$ cat src/rtl/spdif_pkg.sv
package spdif_pkg;

  // sample and frame geometry
  localparam int SMP_W      = 24;
  localparam int OUT_W      = 16;
  localparam int AUD_W      = 20;
  localparam int SLOTS      = 32;
  localparam int PRE_SLOTS  = 4;
  localparam int FRAMES     = 192;
  localparam int HALVES     = 2 * SLOTS;
  localparam int HC_W       = $clog2(HALVES);
  localparam int FR_W       = $clog2(FRAMES);

  // slot positions inside a subframe
  localparam int AUD_LO     = 8;
  localparam int SMP_LO     = AUD_LO + AUD_W - OUT_W;
  localparam int V_SLOT     = AUD_LO + AUD_W;
  localparam int U_SLOT     = V_SLOT + 1;
  localparam int C_SLOT     = V_SLOT + 2;
  localparam int P_SLOT     = V_SLOT + 3;

  // sync patterns, first half-cell in bit 7, relative to a low line
  localparam logic [7:0] PRE_BLOCK = 8'b1110_1000;
  localparam logic [7:0] PRE_LEFT  = 8'b1110_0010;
  localparam logic [7:0] PRE_RIGHT = 8'b1110_0100;

  typedef enum logic [1:0] {
    SRC_DEC_A = 2'd0,
    SRC_DEC_B = 2'd1,
    SRC_FMT   = 2'd2,
    SRC_OFF   = 2'd3
  } src_e;

  typedef enum logic [1:0] {
    WID_16  = 2'd0,
    WID_20  = 2'd1,
    WID_24  = 2'd2,
    WID_24X = 2'd3
  } wid_e;

endpackage

$ cat src/rtl/spdif_src_mux.sv
module spdif_src_mux
  import spdif_pkg::*;
#(
  parameter int IN_W  = SMP_W,
  parameter int TX_W  = OUT_W,
  parameter int MID_DROP = 4
) (
  input  src_e            src_sel,
  input  wid_e            width_sel,
  input  logic [IN_W-1:0] dec_a_l,
  input  logic [IN_W-1:0] dec_a_r,
  input  logic [IN_W-1:0] dec_b_l,
  input  logic [IN_W-1:0] dec_b_r,
  input  logic [IN_W-1:0] fmt_l,
  input  logic [IN_W-1:0] fmt_r,
  output logic [TX_W-1:0] smp_l,
  output logic [TX_W-1:0] smp_r
);

  localparam int NCH = 2;

  logic [IN_W-1:0] raw  [NCH];
  logic [TX_W-1:0] trim [NCH];

  // source selection
  always_comb begin
    case (src_sel)
      SRC_DEC_A: begin raw[0] = dec_a_l; raw[1] = dec_a_r; end
      SRC_DEC_B: begin raw[0] = dec_b_l; raw[1] = dec_b_r; end
      SRC_FMT:   begin raw[0] = fmt_l;   raw[1] = fmt_r;   end
      default:   begin raw[0] = '0;      raw[1] = '0;      end
    endcase
  end

  // width reduction, one copy per channel
  for (genvar ch = 0; ch < NCH; ch++) begin : g_trim
    always_comb begin
      case (width_sel)
        WID_16:  trim[ch] = raw[ch][TX_W-1:0];
        WID_20:  trim[ch] = raw[ch][TX_W+MID_DROP-1:MID_DROP];
        default: trim[ch] = raw[ch][IN_W-1:IN_W-TX_W];
      endcase
    end
  end

  assign smp_l = trim[0];
  assign smp_r = trim[1];

endmodule

$ cat src/rtl/spdif_framer.sv
module spdif_framer
  import spdif_pkg::*;
(
  input  logic              clk,
  input  logic              rst_n,
  input  logic [OUT_W-1:0]  smp_l,
  input  logic [OUT_W-1:0]  smp_r,
  input  logic              invalid_in,
  input  logic              user_in,
  input  logic [FRAMES-1:0] cs_bits,
  output logic [HC_W-1:0]   hc,
  output logic              in_pre,
  output logic [7:0]        pre_code,
  output logic              data_bit
);

  logic [HC_W-1:0]  hc_q, hc_d;
  logic             right_q, right_d;
  logic [FR_W-1:0]  frame_q, frame_d;
  logic [OUT_W-1:0] smp_q, smp_d;
  logic             v_q, v_d, u_q, u_d, c_q, c_d;
  logic             sub_start, sub_end, frame_last;
  logic [SLOTS-1:0] word;

  assign sub_start  = (hc_q == '0);
  assign sub_end    = (hc_q == HC_W'(HALVES - 1));
  assign frame_last = (frame_q == FR_W'(FRAMES - 1));

  // next-state: position counters
  always_comb begin
    hc_d    = sub_end ? '0 : hc_q + 1'b1;
    right_d = right_q;
    frame_d = frame_q;
    if (sub_end) begin
      right_d = ~right_q;
      if (right_q) begin
        frame_d = frame_last ? '0 : frame_q + 1'b1;
      end
    end
  end

  // next-state: per-subframe payload capture
  always_comb begin
    smp_d = smp_q;
    v_d   = v_q;
    u_d   = u_q;
    c_d   = c_q;
    if (sub_start) begin
      smp_d = right_q ? smp_r : smp_l;
      v_d   = invalid_in;
      u_d   = user_in;
      c_d   = (frame_q == '0) ? 1'b0 : cs_bits[frame_q];
    end
  end

  always_ff @(posedge clk or negedge rst_n) begin
    if (!rst_n) begin
      hc_q    <= '0;
      right_q <= 1'b0;
      frame_q <= '0;
      smp_q   <= '0;
      v_q     <= 1'b0;
      u_q     <= 1'b0;
      c_q     <= 1'b0;
    end else begin
      hc_q    <= hc_d;
      right_q <= right_d;
      frame_q <= frame_d;
      smp_q   <= smp_d;
      v_q     <= v_d;
      u_q     <= u_d;
      c_q     <= c_d;
    end
  end

  // subframe word, slot 0 first
  always_comb begin
    word                 = '0;
    word[SMP_LO +: OUT_W] = smp_q;
    word[V_SLOT]         = v_q;
    word[U_SLOT]         = u_q;
    word[C_SLOT]         = c_q;
    word[P_SLOT]         = ^{smp_q, v_q, u_q, c_q};
  end

  assign hc       = hc_q;
  assign in_pre   = (hc_q < HC_W'(2 * PRE_SLOTS));
  assign data_bit = word[hc_q[HC_W-1:1]];
  assign pre_code = right_q ? PRE_RIGHT :
                    (frame_q == '0) ? PRE_BLOCK : PRE_LEFT;


  frame_step_chk: assert property (@(posedge clk) disable iff (!rst_n)
    (sub_end && right_q) |=> (frame_q == (($past(frame_q) == FR_W'(FRAMES - 1)) ? '0 : $past(frame_q) + 1'b1)));


  right_toggle_chk: assert property (@(posedge clk) disable iff (!rst_n)
    (!sub_end) |=> $stable(right_q));


  sample_hold_chk: assert property (@(posedge clk) disable iff (!rst_n)
    (!sub_start) |=> $stable(smp_q));


  cs_zero_chk: assert property (@(posedge clk) disable iff (!rst_n)
    (sub_start && frame_q == '0) |=> !c_q);

endmodule

$ cat src/rtl/spdif_bmc_enc.sv
module spdif_bmc_enc
  import spdif_pkg::*;
(
  input  logic            clk,
  input  logic            rst_n,
  input  logic [HC_W-1:0] hc,
  input  logic            in_pre,
  input  logic [7:0]      pre_code,
  input  logic            data_bit,
  output logic            line_out
);

  logic line_q, line_d;
  logic base_q, base_d;
  logic base_now, pat;

  // level the line held just before this subframe's preamble
  assign base_now = (hc == '0) ? line_q : base_q;
  assign pat      = pre_code[~hc[2:0]];

  always_comb begin
    base_d = base_now;
    if (in_pre) begin
      line_d = pat ^ base_now;
    end else if (!hc[0]) begin
      line_d = ~line_q;
    end else begin
      line_d = data_bit ? ~line_q : line_q;
    end
  end

  always_ff @(posedge clk or negedge rst_n) begin
    if (!rst_n) begin
      line_q <= 1'b0;
      base_q <= 1'b0;
    end else begin
      line_q <= line_d;
      base_q <= base_d;
    end
  end

  assign line_out = line_q;


  level_return_chk: assert property (@(posedge clk) disable iff (!rst_n)
    (hc == HC_W'(HALVES - 1)) |=> (line_q == base_q));

endmodule

$ cat src/rtl/spdif_tx.sv
module spdif_tx
  import spdif_pkg::*;
(
  input  logic              clk,
  input  logic              rst_n,
  input  logic [1:0]        src_sel,
  input  logic [1:0]        width_sel,
  input  logic [SMP_W-1:0]  dec_a_l,
  input  logic [SMP_W-1:0]  dec_a_r,
  input  logic [SMP_W-1:0]  dec_b_l,
  input  logic [SMP_W-1:0]  dec_b_r,
  input  logic [SMP_W-1:0]  fmt_l,
  input  logic [SMP_W-1:0]  fmt_r,
  input  logic              invalid_in,
  input  logic              user_in,
  input  logic [FRAMES-1:0] cs_bits,
  output logic              spdif_out
);

  logic [1:0]       rs_q, rs_d;
  logic             rst_int_n;
  logic [OUT_W-1:0] smp_l, smp_r;
  logic [HC_W-1:0]  hc;
  logic             in_pre, data_bit;
  logic [7:0]       pre_code;

  // reset: asserted at once, released on the clock
  assign rs_d = {rs_q[0], 1'b1};

  always_ff @(posedge clk or negedge rst_n) begin
    if (!rst_n) rs_q <= '0;
    else        rs_q <= rs_d;
  end

  assign rst_int_n = rs_q[1];

  spdif_src_mux u_mux (
    .src_sel   (src_e'(src_sel)),
    .width_sel (wid_e'(width_sel)),
    .dec_a_l   (dec_a_l),
    .dec_a_r   (dec_a_r),
    .dec_b_l   (dec_b_l),
    .dec_b_r   (dec_b_r),
    .fmt_l     (fmt_l),
    .fmt_r     (fmt_r),
    .smp_l     (smp_l),
    .smp_r     (smp_r)
  );

  spdif_framer u_framer (
    .clk        (clk),
    .rst_n      (rst_int_n),
    .smp_l      (smp_l),
    .smp_r      (smp_r),
    .invalid_in (invalid_in),
    .user_in    (user_in),
    .cs_bits    (cs_bits),
    .hc         (hc),
    .in_pre     (in_pre),
    .pre_code   (pre_code),
    .data_bit   (data_bit)
  );

  spdif_bmc_enc u_bmc (
    .clk      (clk),
    .rst_n    (rst_int_n),
    .hc       (hc),
    .in_pre   (in_pre),
    .pre_code (pre_code),
    .data_bit (data_bit),
    .line_out (spdif_out)
  );


  reset_low_chk: assert property (@(posedge clk) !rst_n |-> !spdif_out);

endmodule

$ cat config.mk
export PLATFORM = sky130hd
export DESIGN_NAME = spdif_tx
export DESIGN_NICKNAME = d
export VERILOG_FILES = /design/src/rtl/spdif_pkg.sv /design/src/rtl/spdif_src_mux.sv /design/src/rtl/spdif_framer.sv /design/src/rtl/spdif_bmc_enc.sv /design/src/rtl/spdif_tx.sv
export SDC_FILE = /design/constraint.sdc
export NUM_CORES = 1
export LEC_CHECK = 0
export ABC_AREA = 1
export BUFFER_PORTS_ARGS = -buffer_cell sky130_fd_sc_hd__buf_2
export CAP_MARGIN = 30
export CELL_PAD_IN_SITES_DETAIL_PLACEMENT = 0
export CELL_PAD_IN_SITES_GLOBAL_PLACEMENT = 1
export CORE_ASPECT_RATIO = 2
export CORE_MARGIN = 2
export CORE_UTILIZATION = 27
export CTS_BUF_LIST = sky130_fd_sc_hd__clkbuf_16
export DETAILED_ROUTE_END_ITERATION = 8
export PLACE_DENSITY_LB_ADDON = 0.12
export SETUP_SLACK_MARGIN = 0.02
export SLEW_MARGIN = 0
export SYNTH_ARGS = -nofsm -noshare
export SYNTH_HDL_FRONTEND = slang
export SYNTH_SLANG_ARGS = --single-unit
$ cat constraint.sdc
create_clock -name clk -period 1.4 [get_ports clk]
set_input_delay 0.14 -clock clk [delete_from_list [all_inputs] [get_ports clk]]
set_output_delay 0.14 -clock clk [all_outputs]
set_load 0.005 [all_outputs]
==> run_results.csv <==
group,metric,value,unit
place,port-buffer-count,344,
place,gp_congestion,0.917,
synthesis,syn-instance-count,1047,
power,pwr_density_cell,445,nW/µm²
sta,setup_viol,27,
clocking,clkTransAtPathRegs,0.06,ns
setup_path,crit_chain,"buf_12, nor2_1, nor2_1, o21ai_0, o21ai_1, o211ai_1, nand3_1, nand2_1, nand4_1, nand2_1, nand3_1, nand2_1, nand2_1",
sta,rsz0062_at_grt,"true",
synthesis,syn_avg_cell_area,5.27,µm²
cells_and_area,areaGrowthSynthToFinish,68.8,%
floorplan,die_h,206,µm
global_route,grt_overflow,0,
setup_path,critPathMaxStageDelay,0.43,ns
place,dp_hpwl,24000,µm
setup_path,crit_top_cell,"nand2_1",
synthesis,syn-cell-area,5520,µm²
power,ir_drop,0.380,mV
sta,finalHoldViolations,0,
floorplan,start_util,27.2,%
cells_and_area,nets,1858,
detailed_routing,postRouteAntennaNets,0,
setup_path,critPathMaxFanout,40,
floorplan,die_w,105,µm
min_path,hold_path_class,"in -> reg",
synthesis,synth.distinct_cells,37,
synthesis,yosys_most_used_dff,"dfrtp_1",
setup_path,cp.arrival,2.09,ns
clocking,clk_path_buf_depth,2,
sta,clock_skew,0.00771,ns
synthesis,ys_ff_latch,38,
detailed_routing,remaining_drc_errors,0,
cells_and_area,fillerInstances,2273,
setup_path,required,1.57,ns
setup_path,start_kind,"register",
place,dp_worst_setup_slack,-0.588,ns
cells_and_area,layout-drive-gt1-share,40.0,%
global_route,grt_max_degree,43,
global_route,grt_pass1_wl,43600,µm
sta,fin_ws,-0.515,ns
floorplan,ioPinCount,345,
floorplan,rows,74,
detailed_routing,wl_per_cell,15.9,µm
power,leakage,4.89,nW
clocking,numCtsBuffers,5,
setup_path,crit_family,"simple AND/OR/NAND/NOR gates",
synthesis,async_flop_share,100,%
clocking,cts_tree,"built",
power,p_total,4.15,mW
sta,slew_violations,0,
sta,finalSetupTns,-6.34,ns
status,violations,"setup timing",
detailed_routing,wl,28300,µm
setup_path,endpoint_kind,"register",
detailed_routing,vias,8677,
detailed_routing,first_pass_iters,4,
global_route,grt_usage,25.6,%
run,cap_violations,0,
synthesis,ys_warn_count,0,
clocking,htreeDepth,2,
synthesis,seq_area_frac_synth,17.2,%
setup_path,crit_slowest_cell,"dfrtp_2",
sta,period_share,137,%
status,status,"complete, but fails checks",
sta,fmax,522,MHz
global_route,antenna_found_initial,1,
clocking,clock_sinks,38,
setup_path,worst-path-buf-inv,1,
sta,fin_crit,1.91,ns
clocking,clk_latency,0.29,ns
synthesis,synth_edf_count,0,
setup_path,crit_type,"reg -> reg",
global_route,grt_pass1_vias,8729,
detailed_routing,drt-initial-drc-count,392,
floorplan,dieArea,21700,µm²
floorplan,core,20300,µm²
clocking,cts_root_buf,"clkbuf_16",
synthesis,syn_nets,1395,
detailed_routing,viasPerCell,4.88,
Yosys cell counts, types with 2 or more instances:
cell         n  area (µm²)
buf_1        6        22.5
a21oi_1     47         235
dfrtp_1     38         951
xnor2_1      2        17.5
inv_2        5        18.8
xor2_1       4        35.0
buf_2       18        90.1
o211ai_1    22         165
nor2_1     144         541
inv_1       53         199
clkbuf_1    42         158
nand3_1    108         541
nand4_1      3        18.8
o221ai_1     5        43.8
a31oi_1      3        18.8
o22ai_1     33         206
nor2_2       3        18.8
o2111ai_1    2        17.5
a211oi_1     2        15.0
nand2_1    347        1300
clkinv_1     2        7.51
o21ai_1      3        15.0
ha_1         4        50.1
a22o_1       5        43.8
o21ai_0    133         666
nand2_2      2        12.5
cell type report:
| type | instances | area (µm²) | area share (%) |
|---|---|---|---|
| clock buffer | 5 | 125 | 1.34 |
| tap | 266 | 333 | 3.57 |
| inverter | 61 | 248 | 2.66 |
| multi-input combinational | 881 | 4370 | 46.9 |
| sequential | 38 | 953 | 10.2 |
| timing repair buffer | 523 | 3270 | 35.1 |
| clock inverter | 3 | 12.5 | 0.134 |
| antenna | 1 | 2.50 | 0.0269 |
tightest hold or removal path: cells and delay by family:
family	cells	cell delay, ns
AND/OR/NAND/NOR	1	0.05
AO/OA/AOI/OAI	1	0.05
buffers and inverters	1	0.09
registers in the layout, indices dropped and copies added (netlist names):
register	count
u_framer.v_q	1
u_framer.hc	6
u_framer.smp_q	16
u_framer.u_q	1
u_bmc.base_q	1
u_framer.right_q	1
u_bmc.line_out	1
u_framer.frame_q	8
rs_q	2
u_framer.c_q	1
through the flow:
stage	cells	util, %	hold WS, ns	area [µm²]
floorplan	1047	-	-0.156	5570
global placement	1760	42.8	-0.0732	8670
detailed placement	1760	42.8	-0.0695	8670
CTS	1782	45.3	0.0782	9180
global route	1778	45.9	0.0875	9310
finish	1778	45.9	0.0729	9310
kinds of logic (layout without fill, tap and decap cells):
group,after synthesis,after routing,share of synthesized area [%]
other cells,1,2,0.0680
flops,38,38,17.2
buf+inv,128,592,9.30
simple gates,613,613,45.4
fa+ha+maj,4,4,0.907
xor+xnor,6,6,0.952
compound gates,257,257,26.1
layout by cell type, fill, tap and decap left out, drive strengths merged:
master / instances
xnor2: 2
nor3: 2
clkbuf: 5
o221ai: 5
a211oi: 2
nand3: 108
o21ai: 136
inv: 60
xor2: 4
or2: 1
a22o: 5
ha: 4
o21a: 1
a21oi: 47
buf: 522
nor2: 149
a31oi: 3
diode: 1
nand2: 349
dfrtp: 38
conb: 1
nand4: 4
o2111ai: 2
clkinv: 4
o211ai: 22
o311ai: 1
o22ai: 33
dlygate4sd3: 1
path summary, 6_finish.rpt:
check	from	end	slack, ns	cells after the start
worst min register to register	rs_q[1]$_DFF_PN0_	u_framer.hc[1]$_DFF_PN0_	0.29	1
min in group asynchronous	rst_n	rs_q[0]$_DFF_PN0_	0.18	2
worst max register to register	u_framer.frame_q[0]$_DFFE_PN0P_	u_framer.c_q$_DFFE_PN0P_	-0.51	13
worst max-delay path	u_framer.frame_q[0]$_DFFE_PN0P_	u_framer.c_q$_DFFE_PN0P_	-0.51	13
worst min-delay path	invalid_in	u_framer.v_q$_DFFE_PN0P_	0.07	3
max in group asynchronous	rs_q[1]$_DFF_PN0_	u_framer.frame_q[0]$_DFFE_PN0P_	0.74	1
metal layers:
| layer | GRT usage [%] | share of wire (%) |
|---|---|---|
| met5 | 0 | 0 |
| met4 | 15.0 | 6.4 |
| met3 | 2.52 | 4.5 |
| met2 | 55.7 | 59 |
| met1 | 20.9 | 30 |
report_power, final:
| part | internal [mW] | total, mW | leakage, nW | switching, mW |
|---|---|---|---|---|
| combinational | 0.892 | 1.82 | 4.33 | 0.924 |
| clock | 0.645 | 1.11 | 0.0724 | 0.464 |
| sequential | 1.17 | 1.22 | 0.486 | 0.0539 |
repair_timing:
item,in CTS,in global routing
pin swaps,7,6
setup endpoints to repair,30,35
gates cloned,1,0
resized for setup,70,52
endpoints found under the hold margin,2,0
hold buffers,1,0
setup buffers,12,6
Note: power is estimated with default switching activity, not from simulation.
